===== config.mk =====
export PLATFORM = sky130hd
export DESIGN_NAME = nan_select_unit
export DESIGN_NICKNAME = d
export VERILOG_FILES = /design/src/rtl/nan_sel_pkg.sv /design/src/rtl/nan_classify.sv /design/src/rtl/nan_pick.sv /design/src/rtl/nan_quiet.sv /design/src/rtl/nan_select_unit.sv
export SDC_FILE = /design/constraint.sdc
export NUM_CORES = 1
export LEC_CHECK = 0
export ABC_AREA = 1
export ABC_CLOCK_PERIOD_IN_PS = 1500
export BUFFER_PORTS_ARGS = -buffer_cell sky130_fd_sc_hd__clkbuf_2
export CAP_MARGIN = 40
export CORE_MARGIN = 5
export CORE_UTILIZATION = 51
export CTS_CLUSTER_DIAMETER = 80
export CTS_CLUSTER_SIZE = 14
export DETAILED_ROUTE_END_ITERATION = 7
export HOLD_SLACK_MARGIN = 0.03
export PLACE_DENSITY = 0.86
export SYNTH_ARGS = -nofsm -noshare
export SYNTH_HDL_FRONTEND = slang
export SYNTH_SLANG_ARGS = --single-unit
export TNS_END_PERCENT = 20

===== constraint.sdc =====
create_clock -name clk_i -period 1.5 [get_ports clk_i]
set_input_delay 0.15 -clock clk_i [delete_from_list [all_inputs] [get_ports clk_i]]
set_output_delay 0.15 -clock clk_i [all_outputs]
set_load 0.1 [all_outputs]

===== src/rtl/nan_sel_pkg.sv =====
package nan_sel_pkg;
  typedef enum logic [1:0] {
    POL_SIG_FIRST = 2'd0,
    POL_NAN_FIRST = 2'd1,
    POL_MAG       = 2'd2
  } nan_policy_e;

  typedef struct packed {
    logic is_nan;
    logic is_q;
    logic is_s;
  } nan_cls_t;
endpackage


===== src/rtl/nan_classify.sv =====
module nan_classify
  import nan_sel_pkg::*;
#(
  parameter int EXP_W  = 8,
  parameter int FRAC_W = 23,
  localparam int W     = 1 + EXP_W + FRAC_W
) (
  input  logic [W-1:0] op_i,
  output nan_cls_t     cls_o
);
  logic exp_ones, qbit, rest_nz;

  assign exp_ones = &op_i[W-2 -: EXP_W];
  assign qbit     = op_i[FRAC_W-1];
  assign rest_nz  = |op_i[FRAC_W-2:0];

  assign cls_o.is_q   = exp_ones & qbit;
  assign cls_o.is_s   = exp_ones & ~qbit & rest_nz;
  assign cls_o.is_nan = cls_o.is_q | cls_o.is_s;

  // kinds are exclusive
  always_comb begin
    a_r1_kind_excl: assert (!(cls_o.is_q && cls_o.is_s));
  end
endmodule


===== src/rtl/nan_pick.sv =====
module nan_pick
  import nan_sel_pkg::*;
#(
  parameter int          W      = 32,
  parameter nan_policy_e POLICY = POL_SIG_FIRST
) (
  input  logic [W-1:0] a_i,
  input  logic [W-1:0] b_i,
  input  nan_cls_t     a_cls_i,
  input  nan_cls_t     b_cls_i,
  output logic         pick_b_o
);
  generate
    if (POLICY == POL_SIG_FIRST) begin : g_sig
      always_comb begin
        if (a_cls_i.is_s)      pick_b_o = 1'b0;
        else if (b_cls_i.is_s) pick_b_o = 1'b1;
        else if (a_cls_i.is_q) pick_b_o = 1'b0;
        else                   pick_b_o = 1'b1;
      end
    end else if (POLICY == POL_NAN_FIRST) begin : g_ord
      assign pick_b_o = ~a_cls_i.is_nan;
    end else begin : g_mag
      logic a_larger;
      // magnitude excludes sign; tie favours the smaller raw code (positive sign)
      always_comb begin
        if (a_i[W-2:0] > b_i[W-2:0])      a_larger = 1'b1;
        else if (a_i[W-2:0] < b_i[W-2:0]) a_larger = 1'b0;
        else                              a_larger = (a_i < b_i);
      end
      always_comb begin
        if (a_cls_i.is_s) begin
          if (b_cls_i.is_s) pick_b_o = ~a_larger;
          else              pick_b_o = b_cls_i.is_q;
        end else if (a_cls_i.is_q) begin
          if (b_cls_i.is_q) pick_b_o = ~a_larger;
          else              pick_b_o = 1'b0;
        end else begin
          pick_b_o = 1'b1;
        end
      end
    end
  endgenerate

  // a NaN is always chosen when one is present
  always_comb begin
    if (a_cls_i.is_nan || b_cls_i.is_nan)
      a_r8_pick_is_nan: assert (pick_b_o ? b_cls_i.is_nan : a_cls_i.is_nan);
  end
endmodule


===== src/rtl/nan_quiet.sv =====
module nan_quiet #(
  parameter int EXP_W  = 8,
  parameter int FRAC_W = 23,
  localparam int W     = 1 + EXP_W + FRAC_W
) (
  input  logic [W-1:0] op_i,
  input  logic         is_s_i,
  output logic [W-1:0] op_o
);
  always_comb begin
    op_o = op_i;
    if (is_s_i) op_o[FRAC_W-1] = 1'b1;
  end
endmodule


===== src/rtl/nan_select_unit.sv =====
module nan_select_unit
  import nan_sel_pkg::*;
#(
  parameter nan_policy_e POLICY  = POL_SIG_FIRST,
  parameter bit          OUT_REG = 1'b1,
  parameter int          EXP_W   = 8,
  parameter int          FRAC_W  = 23,
  localparam int         W       = 1 + EXP_W + FRAC_W
) (
  input  logic         clk_i,
  input  logic         rst_ni,
  input  logic         valid_i,
  input  logic [31:0]  a_i,
  input  logic [31:0]  b_i,
  input  logic         dflt_mode_i,
  output logic         valid_o,
  output logic [31:0]  res_o,
  output logic         invalid_o
);
  localparam logic [W-1:0] DFLT_NAN = {1'b0, {EXP_W{1'b1}}, 1'b1, {(FRAC_W-1){1'b0}}};

  logic [W-1:0] ops [2];
  nan_cls_t     cls [2];
  logic         pick_b;
  logic [W-1:0] chosen, quieted, res_d;
  logic         inv_d;

  assign ops[0] = a_i[W-1:0];
  assign ops[1] = b_i[W-1:0];

  for (genvar i = 0; i < 2; i++) begin : g_cls
    nan_classify #(.EXP_W(EXP_W), .FRAC_W(FRAC_W)) u_cls (
      .op_i (ops[i]),
      .cls_o(cls[i])
    );
  end

  nan_pick #(.W(W), .POLICY(POLICY)) u_pick (
    .a_i     (ops[0]),
    .b_i     (ops[1]),
    .a_cls_i (cls[0]),
    .b_cls_i (cls[1]),
    .pick_b_o(pick_b)
  );

  assign chosen = pick_b ? ops[1] : ops[0];

  nan_quiet #(.EXP_W(EXP_W), .FRAC_W(FRAC_W)) u_quiet (
    .op_i  (chosen),
    .is_s_i(pick_b ? cls[1].is_s : cls[0].is_s),
    .op_o  (quieted)
  );

  assign res_d = dflt_mode_i ? DFLT_NAN : quieted;
  assign inv_d = cls[0].is_s | cls[1].is_s;

  generate
    if (OUT_REG) begin : g_reg
      always_ff @(posedge clk_i or negedge rst_ni) begin
        if (!rst_ni) begin
          valid_o   <= 1'b0;
          res_o     <= '0;
          invalid_o <= 1'b0;
        end else begin
          valid_o <= valid_i;
          if (valid_i) begin
            res_o     <= res_d;
            invalid_o <= inv_d;
          end
        end
      end


      a_r11_valid_rise: assert property (@(posedge clk_i) disable iff (!rst_ni)
        valid_i |=> valid_o);
      a_r11_valid_fall: assert property (@(posedge clk_i) disable iff (!rst_ni)
        !valid_i |=> !valid_o);

      a_r5_dflt_pattern: assert property (@(posedge clk_i) disable iff (!rst_ni)
        valid_i && dflt_mode_i |=> res_o == 32'h7FC0_0000);
      // nothing signaling leaves the unit
      a_r3_out_quiet: assert property (@(posedge clk_i) disable iff (!rst_ni)
        valid_o && (&res_o[30:23]) && (|res_o[22:0]) |-> res_o[22]);
      // no invalid means an operand passes bit-exact
      a_r4_noinv_passthru: assert property (@(posedge clk_i) disable iff (!rst_ni)
        valid_i && !dflt_mode_i && !(a_i[30:23] == 8'hFF && !a_i[22] && |a_i[21:0])
          && !(b_i[30:23] == 8'hFF && !b_i[22] && |b_i[21:0])
        |=> !invalid_o && (res_o == $past(a_i) || res_o == $past(b_i)));
    end else begin : g_comb
      assign valid_o   = valid_i;
      assign res_o     = res_d;
      assign invalid_o = inv_d;
    end
  endgenerate
endmodule


==> summary.md <==
| Metric | Value |
|---|---|
| Hpwl dp | `4710 µm` |
| NetSw | `1.10 mW` |
| Residual DRC | `0` |
| HP Class | `in -> reg` |
| Cell area after synthesis | `2280 µm²` |
| Clock Skews | `0 ns` |
| PnR Total Power | `2.61 mW` |
| Root buf cell | `clkbuf_8` |
| Die H | `76.9 µm` |
| Gr ovfl total | `0` |
| Layout cells sized above 1 | `0.380` |
| Worst-margin pin slew | `0.546 ns` |
| Slew headroom | `0.637` |
| First-pass GRT wire length | `9780 µm` |
| CP endpoint | `res_o[17]` |
| Num CTS Buffers | `5` |
| DR vias | `2328` |
| Combinational share of power | `0.365` |
| Row count | `24` |
| Reg clk slew, reported paths | `0.07 ns` |
| Critical Path Max Stage Delay | `0.47 ns` |
| DRT antenna net count | `0` |
| Worst EP required | `1.35 ns` |
| Die Width | `76.9 µm` |
| Placer congestion estimate | `0.821` |
| Iter 0 DRT Violations | `90` |
| Hold Path Depth | `5` |
| Sw frac | `0.424` |
| Min Clock Period, post-route | `1.27 ns` |
| Placed insts | `465` |
| R2r startpoint | `res_o[23]` |
| CP Capture Type | `output pin` |
| Largest net degree at the start of global routing | `24` |
| Yosys cell types | `21` |
| Final Non-Filler Cells | `473` |
| Syn. warnings | `0` |
| #FFs+latches synth | `34` |
| Status | `finished clean` |
| R2R setup slack | `0.63 ns` |
| Register area share after synthesis | `0.373` |
| Worst-path fanout max | `2` |
| Initial Util | `0.524` |
| H-tree Lvls | `2` |
| WHS | `0.176 ns` |
| WP data arrival | `1.12 ns` |
| Power per cell area | `912 nW/µm²` |
| CP Launch Point | `res_o[17]` |
| CP max stage cell | `clkbuf_2` |
| CTS tree | `built` |
| Clock Power Share | `0.241` |
| Worst vdd ir | `0.460 mV` |
| Core Area | `4350 µm²` |
| Post-synthesis cell count | `317` |
| Worst slack at placement | `0.0857 ns` |
| Fin. Hold Viols | `0` |
| Clk sinks | `34` |
| Total wire length | `6040 µm` |
| Vias in the first global route | `2252` |
| FILL cells | `409` |
| GRT Total Usage | `0.204` |
| RSZ-0062 raised after global routing | `no` |
| Final setup margin | `0.226 ns` |
| Cells along the critical path | `clkbuf_2` |
| Setup CP Type | `reg -> out` |
| Startpoint Class | `flip-flop` |
| Sum Neg Setup Slack | `0 ns` |
| Drt via density | `4.92` |
| Worst R2R Path Depth | `3` |
| Initial antenna violation count | `0` |
| Setup Viol. Count Final | `0` |
| Cell depth of the worst setup path | `1` |
| Fin nets | `489` |
| Area delta synth->final | `25.2%` |
| Buf/Inv on CP | `1` |
| Ys flop type | `dfrtp_1` |
| Commonest non-fill, non-tap cell in the layout | `clkbuf_2` |
| Leak pwr | `1.74 nW` |
| Die Area | `5910 µm²` |
| Clock tree buffer depth | `2` |
| Startpoint of the worst hold path | `a_i[5]` |
| TritonRoute pass-1 iters | `4` |
| Average instance area after synthesis | `7.20 µm²` |
| Slew Limit Fails | `0` |
| Post-CTS Setup Bufs | `0` |
| N_diodes | `0` |
| Post-synth ARST share | `1.00` |
| Post-synth EDFFs | `0` |
| Boundary pin count | `102` |
| Fmax | `785 MHz` |
| DR WL/cell | `12.8 µm` |
| IO buf count | `101` |
| Most frequent cells in the layout | `clkbuf_2, nand2_1, inv_1` |
| Max-cap check violation count | `0` |
| Int Pwr | `1.50 mW` |
| Worst R2R End | `res_o[23]` |
| Flop pwr share | `0.394` |
| Clk_lat worst skew | `0.29 ns` |
| Tcrit/Tclk final | `0.849` |
| Crit-path leading delay family | `buffers and inverters` |
| Syn_nets | `385` |
routing by layer:
metal,part of all wire,GRT usage
met1,0.41,0.242
met3,0.079,0.0386
met5,0,0
met4,0.033,0.131
met2,0.48,0.334
state kept, by name, indices dropped and copies added, names as in the netlist:
register and count:
invalid_o 1, res_o 32, valid_o 1
cell type report:
cell class	count	area, µm²	share of cell area
sequential	34	851	0.298
tap	52	65.1	0.0228
multi-input combinational	204	1030	0.359
inverter	65	244	0.0854
timing repair buffer	111	596	0.208
clock buffer	7	76.3	0.0267
per-stage QoR:
| stage | util | area, µm² |
|---|---|---|
| after floorplan | - | 2280 |
| after global placement | 0.636 | 2770 |
| after detailed placement | 0.636 | 2770 |
| after CTS | 0.656 | 2860 |
| after global routing | 0.656 | 2860 |
| final | 0.656 | 2860 |
repair_timing:
action                    CTS  global route
hold endpoints to repair   20             0
gates resized for setup     0             0
hold buffers                1             0
power groups by stage:
| stage | Sequential (mW) | Combinational (mW) | Clock, mW |
|---|---|---|---|
| final | 1.03 | 0.952 | 0.627 |
| after global routing | 1.03 | 1.01 | 0.687 |
| after CTS | 1.03 | 0.957 | 0.643 |
| after detailed placement | 1.04 | 0.952 | 0 |
| after global placement | 1.04 | 0.940 | 0 |
| after floorplan | 1.56 | 0.184 | 0 |
cells in the mapped netlist, types with 2 or more instances:
library cell	n	share of area
nor2_1	32	0.053
nand2_1	73	0.12
dfrtp_1	34	0.37
nand2_4	2	0.0099
nand3_1	42	0.092
nor2_2	3	0.0082
buf_6	2	0.0099
clkbuf_8	6	0.036
buf_12	2	0.018
inv_1	65	0.11
or2_2	8	0.022
clkbuf_1	3	0.0049
nand4_1	10	0.027
nand2_2	20	0.055
nand3_2	9	0.039
worst min-delay path by stage:
stage / end
floorplan: invalid_o
global placement: res_o[19]
detailed placement: res_o[19]
CTS: res_o[15]
global route: valid_o
finish: res_o[5]
cell families after synthesis:
| kind of cell | count (synthesis) | share of synthesized area |
|---|---|---|
| simple gates | 202 | 0.443 |
| compound gates | 2 | 0.00548 |
| buf+inv | 79 | 0.179 |
| flops | 34 | 0.373 |
No activity file was read; power rests on OpenSTA's default activity.
